--- src/rtl/adc_rd_pkg.sv ---
package adc_rd_pkg;

  localparam int WORD_BITS  = 16;
  localparam int PAD_BITS   = 4;
  localparam int LONG_BITS  = WORD_BITS + 2 * PAD_BITS;
  localparam int SHORT_BITS = WORD_BITS + PAD_BITS;
  localparam int CNT_W      = $clog2(LONG_BITS + 1);

  typedef enum logic [1:0] {
    SEQ_IDLE  = 2'd0,
    SEQ_SHIFT = 2'd1,
    SEQ_QUIET = 2'd2
  } seq_state_t;

  // number of serial clock periods in one frame
  function automatic logic [CNT_W-1:0] frame_bits(input logic long_mode);
    return long_mode ? CNT_W'(LONG_BITS) : CNT_W'(SHORT_BITS);
  endfunction

  // the shift register holds the newest bit at position 0
  function automatic logic [WORD_BITS-1:0] pick_word(
    input logic [LONG_BITS-1:0] sh, input logic long_mode);
    return long_mode ? sh[PAD_BITS +: WORD_BITS] : sh[0 +: WORD_BITS];
  endfunction

  function automatic logic pad_bad(
    input logic [LONG_BITS-1:0] sh, input logic long_mode);
    if (long_mode)
      return (|sh[LONG_BITS-1 -: PAD_BITS]) | (|sh[PAD_BITS-1:0]);
    else
      return |sh[SHORT_BITS-1 -: PAD_BITS];
  endfunction

endpackage

--- src/rtl/adc_sclk_div.sv ---
module adc_sclk_div #(
  parameter int HALF_DIV = 32
) (
  input  logic clk,
  input  logic rst_n,
  input  logic run,
  output logic tick
);
  localparam int DW = (HALF_DIV > 2) ? $clog2(HALF_DIV) : 1;
  localparam logic [DW-1:0] LAST = DW'(HALF_DIV - 1);

  logic [DW-1:0] cnt_q;

  assign tick = run && (cnt_q == LAST);

  always_ff @(posedge clk or negedge rst_n) begin
    if (!rst_n)      cnt_q <= '0;
    else if (!run)   cnt_q <= '0;
    else if (tick)   cnt_q <= '0;
    else             cnt_q <= cnt_q + 1'b1;
  end

  // the phase counter never runs past one half period
  assert_half_bound_R2: assert property (@(posedge clk) disable iff (!rst_n)
    cnt_q <= LAST);

  // a stopped divider restarts from zero
  assert_run_restart_R2: assert property (@(posedge clk) disable iff (!rst_n)
    !run |=> cnt_q == '0);

endmodule

--- src/rtl/adc_start_ctrl.sv ---
module adc_start_ctrl #(
  parameter int RATE_W = 20
) (
  input  logic              clk,
  input  logic              rst_n,
  input  logic              start_i,
  input  logic              cont_en_i,
  input  logic [RATE_W-1:0] rate_i,
  input  logic              seq_idle,
  output logic              launch
);
  logic [RATE_W-1:0] tmr_q;
  logic              rate_tick;
  logic              pend_q;
  logic              want;

  // the timer fires once every rate_i clocks while enabled
  assign rate_tick = cont_en_i && ({1'b0, tmr_q} + 1'b1 >= {1'b0, rate_i});
  assign want      = pend_q | start_i | rate_tick;
  assign launch    = seq_idle & want;

  always_ff @(posedge clk or negedge rst_n) begin
    if (!rst_n)          tmr_q <= '0;
    else if (!cont_en_i) tmr_q <= '0;
    else if (rate_tick)  tmr_q <= '0;
    else                 tmr_q <= tmr_q + 1'b1;
  end

  always_ff @(posedge clk or negedge rst_n) begin
    if (!rst_n) pend_q <= 1'b0;
    else        pend_q <= want & ~launch;
  end

  // a request while busy is kept until the sequencer is idle
  assert_hold_request_R11: assert property (@(posedge clk) disable iff (!rst_n)
    (start_i && !seq_idle) |=> pend_q);

  // a held request is never dropped without a launch
  assert_pend_kept_R11: assert property (@(posedge clk) disable iff (!rst_n)
    (pend_q && !launch) |=> pend_q);

  // the rate timer restarts after each fire
  assert_timer_wrap_R12: assert property (@(posedge clk) disable iff (!rst_n)
    rate_tick |=> tmr_q == '0);

endmodule

--- src/rtl/adc_frame_ctrl.sv ---
module adc_frame_ctrl
  import adc_rd_pkg::*;
#(
  parameter int QUIET_CYC = 16
) (
  input  logic                 clk,
  input  logic                 rst_n,
  input  logic                 launch,
  input  logic                 mode24_i,
  input  logic                 sdata_i,
  input  logic                 tick,
  output logic                 cs_n_o,
  output logic                 sclk_o,
  output logic                 run_o,
  output logic                 idle_o,
  output logic [WORD_BITS-1:0] result_o,
  output logic                 valid_o,
  output logic                 err_o
);
  localparam int QW = $clog2(QUIET_CYC + 2) + 1;
  localparam logic [QW-1:0] QLAST = QW'(QUIET_CYC - 1);

  seq_state_t           st_q;
  logic                 cs_n_q, sclk_q, mode_q;
  logic [CNT_W-1:0]     bits_q;
  logic [LONG_BITS-1:0] sh_q;
  logic [QW-1:0]        qcnt_q;
  logic [WORD_BITS-1:0] res_q;
  logic                 valid_q, err_q;

  // named events used by the assertions
  logic sample_ev, fall_ev, end_ev;
  logic [CNT_W-1:0] nbits;

  assign nbits     = frame_bits(mode_q);
  assign sample_ev = (st_q == SEQ_SHIFT) && tick && !sclk_q;
  assign fall_ev   = (st_q == SEQ_SHIFT) && tick && sclk_q && (bits_q != nbits);
  assign end_ev    = (st_q == SEQ_SHIFT) && tick && sclk_q && (bits_q == nbits);

  assign run_o    = (st_q == SEQ_SHIFT);
  assign idle_o   = (st_q == SEQ_IDLE);
  assign cs_n_o   = cs_n_q;
  assign sclk_o   = sclk_q;
  assign result_o = res_q;
  assign valid_o  = valid_q;
  assign err_o    = err_q;

  always_ff @(posedge clk or negedge rst_n) begin
    if (!rst_n) begin
      st_q    <= SEQ_IDLE;
      cs_n_q  <= 1'b1;
      sclk_q  <= 1'b1;
      mode_q  <= 1'b0;
      bits_q  <= '0;
      sh_q    <= '0;
      qcnt_q  <= '0;
      res_q   <= '0;
      valid_q <= 1'b0;
      err_q   <= 1'b0;
    end else begin
      valid_q <= 1'b0;
      unique case (st_q)
        SEQ_IDLE: begin
          if (launch) begin
            st_q   <= SEQ_SHIFT;
            cs_n_q <= 1'b0;
            sclk_q <= 1'b1;
            bits_q <= '0;
            sh_q   <= '0;
            mode_q <= mode24_i;
          end
        end
        SEQ_SHIFT: begin
          if (sample_ev) begin
            sclk_q <= 1'b1;
            sh_q   <= {sh_q[LONG_BITS-2:0], sdata_i};
            bits_q <= bits_q + 1'b1;
          end else if (fall_ev) begin
            sclk_q <= 1'b0;
          end else if (end_ev) begin
            st_q    <= SEQ_QUIET;
            cs_n_q  <= 1'b1;
            qcnt_q  <= '0;
            valid_q <= 1'b1;
            res_q   <= pick_word(sh_q, mode_q);
            err_q   <= pad_bad(sh_q, mode_q);
          end
        end
        SEQ_QUIET: begin
          qcnt_q <= qcnt_q + 1'b1;
          if (qcnt_q >= QLAST) st_q <= SEQ_IDLE;
        end
        default: st_q <= SEQ_IDLE;
      endcase
    end
  end

  // checker-side count of chip-select high cycles, saturating
  logic [QW-1:0] hi_cnt_q;
  always_ff @(posedge clk or negedge rst_n) begin
    if (!rst_n)                        hi_cnt_q <= QW'(QUIET_CYC + 1);
    else if (!cs_n_q)                  hi_cnt_q <= '0;
    else if (hi_cnt_q <= QW'(QUIET_CYC)) hi_cnt_q <= hi_cnt_q + 1'b1;
  end

  assert_idle_clock_high_R2: assert property (@(posedge clk) disable iff (!rst_n)
    cs_n_o |-> sclk_o);

  assert_setup_before_edge_R3: assert property (@(posedge clk) disable iff (!rst_n)
    $fell(cs_n_o) |-> sclk_o);

  assert_bit_count_bound_R4: assert property (@(posedge clk) disable iff (!rst_n)
    bits_q <= frame_bits(1'b1));

  assert_sample_on_rise_R5: assert property (@(posedge clk) disable iff (!rst_n)
    sample_ev |=> $rose(sclk_o));

  assert_valid_with_release_R8: assert property (@(posedge clk) disable iff (!rst_n)
    valid_o |-> $rose(cs_n_o));

  assert_valid_single_R8: assert property (@(posedge clk) disable iff (!rst_n)
    valid_o |=> !valid_o);

  assert_result_stable_R8: assert property (@(posedge clk) disable iff (!rst_n)
    !valid_o |-> $stable(result_o));

  assert_quiet_gap_R10: assert property (@(posedge clk) disable iff (!rst_n)
    $fell(cs_n_o) |-> hi_cnt_q >= QW'(QUIET_CYC));

endmodule

--- src/rtl/serial_adc_reader.sv ---
module serial_adc_reader
  import adc_rd_pkg::*;
#(
  parameter longint SYS_CLK_HZ = 125_000_000,
  parameter int     HALF_DIV   = 32,
  parameter int     QUIET_CYC  = 16,
  parameter int     RATE_W     = 20
) (
  input  logic                 clk,
  input  logic                 rst_n,
  input  logic                 start_i,
  input  logic                 cont_en_i,
  input  logic [RATE_W-1:0]    rate_i,
  input  logic                 mode24_i,
  output logic                 adc_cs_n_o,
  output logic                 adc_sclk_o,
  input  logic                 adc_sdata_i,
  output logic [WORD_BITS-1:0] result_o,
  output logic                 result_valid_o,
  output logic                 frame_err_o
);
  // serial clock = SYS_CLK_HZ / (2*HALF_DIV) must lie in 250 kHz .. 2.5 MHz
  localparam longint HALF_L   = longint'(HALF_DIV);
  localparam bit     SCLK_LO  = SYS_CLK_HZ <= 64'd5_000_000 * HALF_L;
  localparam bit     SCLK_HI  = SYS_CLK_HZ >= 64'd500_000 * HALF_L;
  // quiet time of QUIET_CYC clocks must cover 100 ns
  localparam bit     QUIET_OK = longint'(QUIET_CYC) * 64'd10_000_000 >= SYS_CLK_HZ;

  if (!(SCLK_LO && SCLK_HI)) begin : g_bad_div
    $error("serial_adc_reader: HALF_DIV gives a serial clock outside 250 kHz to 2.5 MHz");
  end
  if (!QUIET_OK || QUIET_CYC < 1) begin : g_bad_quiet
    $error("serial_adc_reader: QUIET_CYC is shorter than 100 ns");
  end
  if (HALF_DIV < 2) begin : g_bad_half
    $error("serial_adc_reader: HALF_DIV must be at least 2");
  end

  logic launch, seq_idle, div_run, div_tick;

  adc_start_ctrl #(.RATE_W(RATE_W)) u_start (
    .clk       (clk),
    .rst_n     (rst_n),
    .start_i   (start_i),
    .cont_en_i (cont_en_i),
    .rate_i    (rate_i),
    .seq_idle  (seq_idle),
    .launch    (launch)
  );

  adc_sclk_div #(.HALF_DIV(HALF_DIV)) u_div (
    .clk   (clk),
    .rst_n (rst_n),
    .run   (div_run),
    .tick  (div_tick)
  );

  adc_frame_ctrl #(.QUIET_CYC(QUIET_CYC)) u_frame (
    .clk      (clk),
    .rst_n    (rst_n),
    .launch   (launch),
    .mode24_i (mode24_i),
    .sdata_i  (adc_sdata_i),
    .tick     (div_tick),
    .cs_n_o   (adc_cs_n_o),
    .sclk_o   (adc_sclk_o),
    .run_o    (div_run),
    .idle_o   (seq_idle),
    .result_o (result_o),
    .valid_o  (result_valid_o),
    .err_o    (frame_err_o)
  );

  // a launch always lowers the chip select on the next clock
  assert_launch_lowers_cs_R11: assert property (@(posedge clk) disable iff (!rst_n)
    launch |=> !adc_cs_n_o);

endmodule

--- config.mk ---
export PLATFORM = sky130hd
export DESIGN_NAME = serial_adc_reader
export DESIGN_NICKNAME = d
export VERILOG_FILES = /design/src/rtl/adc_rd_pkg.sv /design/src/rtl/adc_sclk_div.sv /design/src/rtl/adc_start_ctrl.sv /design/src/rtl/adc_frame_ctrl.sv /design/src/rtl/serial_adc_reader.sv
export SDC_FILE = /design/constraint.sdc
export NUM_CORES = 1
export LEC_CHECK = 0
export BUFFER_PORTS_ARGS = -buffer_cell sky130_fd_sc_hd__buf_2
export CORE_MARGIN = 2
export CORE_UTILIZATION = 50
export CTS_CLUSTER_DIAMETER = 50
export DETAILED_ROUTE_END_ITERATION = 12
export PLACE_DENSITY = 0.71
export SYNTH_ARGS = -nofsm -noshare
export SYNTH_HDL_FRONTEND = slang
export SYNTH_SLANG_ARGS = --single-unit
--- constraint.sdc ---
create_clock -name clk -period 4.9 [get_ports clk]
set_input_delay 0 -clock clk [delete_from_list [all_inputs] [get_ports clk]]
set_output_delay 0 -clock clk [all_outputs]
set_load 0.1 [all_outputs]
# Word-level counts from Yosys, hierarchy flattened
# Cells that the tools add are included.
# totals
reg_bits	84
wordCells	97
inputBits	26
# classes
n_mux	36
n_eq_ne	12
n_addsub	5
n_reduce_logical	21
magnitude_cmp	2
n_bitwise	8
# op_table
op	n
$mux 24	2
$pmux 24 s2	1
$mux 20	2
$add 20x1->21 const B	1
$ge 21x20->1	1
$add 20x1->20 const B	1
$mux 5	4
$mux 6	3
$mux 16	1
$mux 1	12
$pmux 6 s2	1
$reduce_or 4->1	3
$add 5x1->5 const B	2
$mux 2	5
$pmux 5 s2	1
$reduce_and 5->1	2
$reduce_and 4->1	2
$logic_and 1x1->1	7
$add 6x1->6 const B	1
$ge 6x4->1 const B	1
$ne 2x1->1 const B	3
$ne 2x2->1 const B	3
$pmux 2 s3	1
$reduce_and 3->1	2
other kinds (15)	22

# Logic depth before layout (Yosys ltp)
# depth
depth_word	9
ltp_mapped	13
ltp_nobuf	12

# Cells and area by module
# Synthesis repeated with hierarchy kept, for this count alone.
# unflattened
hier_cells	456
area_unflattened_um2	4411.7
# by_module_without_submodules
mod	area_each_um2	cells_each	seq_area_each_um2	n_inst
adc_frame_ctrl	2623.8	269	1453.9	1
adc_start_ctrl	1554.0	167	525.5	1
adc_sclk_div	234.0	20	125.1	1

# Worst setup path before layout
# OpenSTA, ideal clock, no wires.
# synth_path
kind	reg-to-reg
start	register u_start.tmr_q[0]
end	register u_start.tmr_q[10]
required_ps	4827
synth_period_minus_slack_ps	2977
n_path_buf	1
stages_incl_launch_ff	13
slack_ps	1923
arrival_ps	2904
setup_time_ps	73
path_cell_list	dfrtp_1 > ha_1 > nand4_1 > or3_4 > xnor2_1 > ha_1 > a21o_1 > a211o_1 > o221ai_1 > o211a_4 > nand3_2 > buf_2 > nor2b_1
# synth_via
elab_chain_len	5
# synth_lines
item	line	text
start: declaration	adc_start_ctrl.sv:12	logic [RATE_W-1:0] tmr_q;
start signal: assignment	adc_start_ctrl.sv:26	else tmr_q <= tmr_q + 1'b1;
$add 20x1->21	adc_start_ctrl.sv:18	assign rate_tick = cont_en_i && ({1'b0, tmr_q} + 1'b1 >= {1'b0, rate_i});
$ge 21x20->1	adc_start_ctrl.sv:18	
$logic_and 1x1->1	adc_start_ctrl.sv:18	
$mux 20 (*)	adc_start_ctrl.sv:25	else if (rate_tick) tmr_q <= '0;
$mux 20 (*)	adc_start_ctrl.sv:24	else if (!cont_en_i) tmr_q <= '0;
# Every way passes the cells marked *; elsewhere a longest branch is shown, timed or not.
# A chain may end at the register's enable or synchronous reset.

# Final worst setup path
# layout_path
start	register u_start.tmr_q[0]
end	register u_frame.mode_q
# layout_via
elab_chain_len	6
# layout_lines
item	line	text
$add 20x1->21	adc_start_ctrl.sv:18	
$ge 21x20->1	adc_start_ctrl.sv:18	
$logic_and 1x1->1	adc_start_ctrl.sv:18	
$or 1x1->1	adc_start_ctrl.sv:19	assign want = pend_q | start_i | rate_tick;
$and 1x1->1	adc_start_ctrl.sv:20	assign launch = seq_idle & want;
$reduce_and 2->1 (no source line)	n/a	
end signal: assignment	adc_frame_ctrl.sv:70	mode_q <= mode24_i;
end: declaration	adc_frame_ctrl.sv:24	logic cs_n_q, sclk_q, mode_q;
# Every way passes these cells.

==> results.ini <==
[timing]
final.setup.worst_slack_ns=0.840
timing.final.crit_share_pct=82.9
finalSetupViolCount=0
hold_ws_ns=0.0472
grt_setup_unrepaired=false
finalHoldViolations=0
max_slew_margin_pct=28.2
fin_crit_ns=4.06
final_max_slew_viol_count=0
fin_skew_ns=0.0132
tightest_slew_ns=1.07
fmax_mhz=246
setup-tns-final_ns=0

[critical_path]
crit_buf_inv=1
crit_required_ns=5.13
cp-end-kind=flop
cp_top_family=compound AO/OA/AOI/OAI gates
crit_chain=ha_1, nand4_1, nor2_1, nand3_1, xnor2_1, ha_1, nand4_1, a2111oi_0, o211ai_2, a31oi_4, o221ai_1, dlygate4sd3_1
crit_slowest_cell=a31oi_4
cp-start-kind=flop
worst-setup-path-type=flop to flop
slowest_delay_ns=0.59
cp_data_arrival_time_ns=4.29
worst-path-max-fanout=28

[clocking]
insertion_delay_ns=0.35
cts_tree=yes
path_clk_slew_ns=0.08
cts_buffers=9
h-tree-depth=3
clock-sinks=84
postCtsSetupBuffers=0
cts_root_buffer=clkbuf_8
cts_resized=0
cts_max_path_buffers=2

[placed_design]
portBuffers=45
place_congestion=0.874
pre_cts_ws_ns=1.39
dpl.hpwl_mm=6.38

[yosys]
synth_area_leaders=dfrtp_1, ha_1, nand2_1
synth.largest_area_cell=dfrtp_1
syn-num-nets=510
synth_ff_type=dfrtp_1
ys_seq_area_share_pct=47.8
async_flop_share_pct=100
syn_avg_cell_area_sq_um=9.61
synth_top_area_share_pct=46.6
syn_inst=458
yosysWarnings=0
netlist_area_sq_mm=0.00440
synth_edf_count=0
ys_seq_elements=84
synth_cell_types=52

[die]
initial_core_util_pct=50.9
core_sq_mm=0.00864
core.rowCount=34
boundaryPins=46
die_h_um=97.8
dieArea_sq_mm=0.00956
die_w_um=97.8

[route]
vias=3365
via_per_inst=5.45
drt_pre_antenna_iters=5
routed_wl_mm=9.07
remaining_drc_errors=0
first_iter_violations=162
postRouteAntennaNets=0
wl_per_cell_um=14.7

[power_and_ir_drop]
power_mw=2.21
cellLeakagePower_nw=2.50
powerDensity_mw_per_mm2=446
vdd_drop_max_uv=344

[grt]
grt-ovfl-total=0
antenna_found_initial=0
grtUsageTotal_pct=20.1
grt_max_degree=48
grt_pass1_vias=3398
grt_pass1_wl_mm=15.6

[status]
status=completed

[cells_and_area]
syn_to_final_growth_pct=12.5
fin_nets=556
antenna_cells=0
drive_above_1_share_pct=14.7

[hold_path]
hold_path.class=input pin to flop

[flow_run]
cap_violations=0

-- per-layer routing --
metal | routed length, um | up-vias | share of wire [%] | GRT usage [%]
met2 | 4550 | 49 | 50 | 35.0
met4 | 108 | 0 | 1.2 | 7.05
met5 | 0 | - | 0 | 0
met3 | 251 | 8 | 2.8 | 2.79
li1 | - | 1659 | - | -
met1 | 4160 | 1649 | 46 | 26.0
-- final timing paths --
kind | start | end | slack [ns] | cells past startpoint
min | start_i | u_frame.st_q[0] | 0.05 | 3
min reg2reg | u_div.cnt_q[0] | u_div.cnt_q[0] | 0.48 | 1
min in group asynchronous | rst_n | u_start.tmr_q[10] | 0.14 | 2
max in group asynchronous | rst_n | u_frame.result_o[8] | 3.78 | 3
max reg2reg | u_start.tmr_q[0] | u_frame.mode_q | 0.84 | 12
max | u_start.tmr_q[0] | u_frame.mode_q | 0.84 | 12
-- flip-flops by register name, indices dropped and copies added, names as in the netlist --
name	count
u_frame.st_q	2
u_frame.sclk_o	1
u_frame.sh_q	24
u_start.pend_q	1
u_div.cnt_q	5
u_frame.mode_q	1
u_frame.cs_n_o	1
u_frame.result_o	16
u_frame.bits_q	5
u_frame.qcnt_q	6
u_frame.err_o	1
u_start.tmr_q	20
u_frame.valid_o	1
-- synthesized netlist by cell type (all sizes together), types with 2 or more instances --
library cell,number
clkbuf,13
inv,25
o31ai,2
mux2,2
or2,3
nor2,35
xor2,13
xnor2,10
and2,3
dfstp,2
o221ai,2
or3,2
a21oi,25
nor3,7
and3,5
nand4,11
and4,2
nor4,3
buf,5
nand3b,4
nor2b,22
ha,26
mux2i,16
dfrtp,82
nor3b,2
o211ai,3
o21ai,32
nand2b,2
nand2,65
a21o,6
nand3,14
-- cells by family after synthesis --
family,Yosys count,share of synthesized area [%]
flip-flops,84,47.8
AND/OR/NAND/NOR,182,20.2
AO/OA/AOI/OAI,82,11.8
multiplexers,18,4.15
adder cells (fa/ha/maj),26,7.39
buffers and inverters,43,4.04
XOR/XNOR,23,4.58
-- cells in the final DEF, fill, tap and decap left out, drive strengths merged, types with 10 or more instances in the layout --
| cell type | netlist | final |
|---|---|---|
| dfrtp | 82 | 82 |
| nand2 | 65 | 65 |
| buf | 5 | 48 |
| nor2 | 35 | 35 |
| o21ai | 32 | 32 |
| ha | 26 | 26 |
| inv | 25 | 25 |
| a21oi | 25 | 25 |
| nor2b | 22 | 22 |
| mux2i | 16 | 16 |
| nand3 | 14 | 14 |
| xor2 | 13 | 13 |
| clkbuf | 13 | 12 |
| nand4 | 11 | 11 |
| xnor2 | 10 | 10 |
-- area by class of cell --
| cell class | instances | area (sq um) |
|---|---|---|
| Inverter | 25 | 93.8 |
| Fill cell | 776 | 3680 |
| Timing Repair Buffer | 53 | 300 |
| Clock buffer | 12 | 145 |
| Clock inverter | 4 | 50.0 |
| Tap cell | 108 | 135 |
| Multi-Input combinational cell | 331 | 2120 |
| Sequential cell | 84 | 2100 |
-- stage by stage --
stage,utilization (%),instance area [sq um],std cells
2_1_floorplan,-,4400,458
3_3_place_gp,54.5,4710,596
3_5_place_dp,54.5,4710,596
4_1_cts,57.3,4950,617
5_1_grt,57.3,4950,617
6_report,57.3,4950,617
-- worst register-to-register path, delay by kind of cell (launching register included) --
| family | cells | cell delay, ns |
|---|---|---|
| simple gates | 4 | 0.70 |
| flops | 1 | 0.42 |
| xor+xnor | 1 | 0.17 |
| buf+inv | 1 | 0.59 |
| fa+ha+maj | 2 | 0.56 |
| compound gates | 4 | 1.51 |
-- power by group --
group / total, mW / switching [mW] / internal, mW
combinational: 0.663 / 0.463 / 0.200
clock: 0.494 / 0.245 / 0.249
sequential: 1.05 / 0.178 / 0.876
total: 2.21 / 0.885 / 1.32
-- what timing repair did --
item                                    CTS  global route
hold buffers                              5             0
endpoints found under the hold margin    40             0
endpoints found under the setup margin    0             0
No activity file was read; power rests on OpenSTA's default activity.
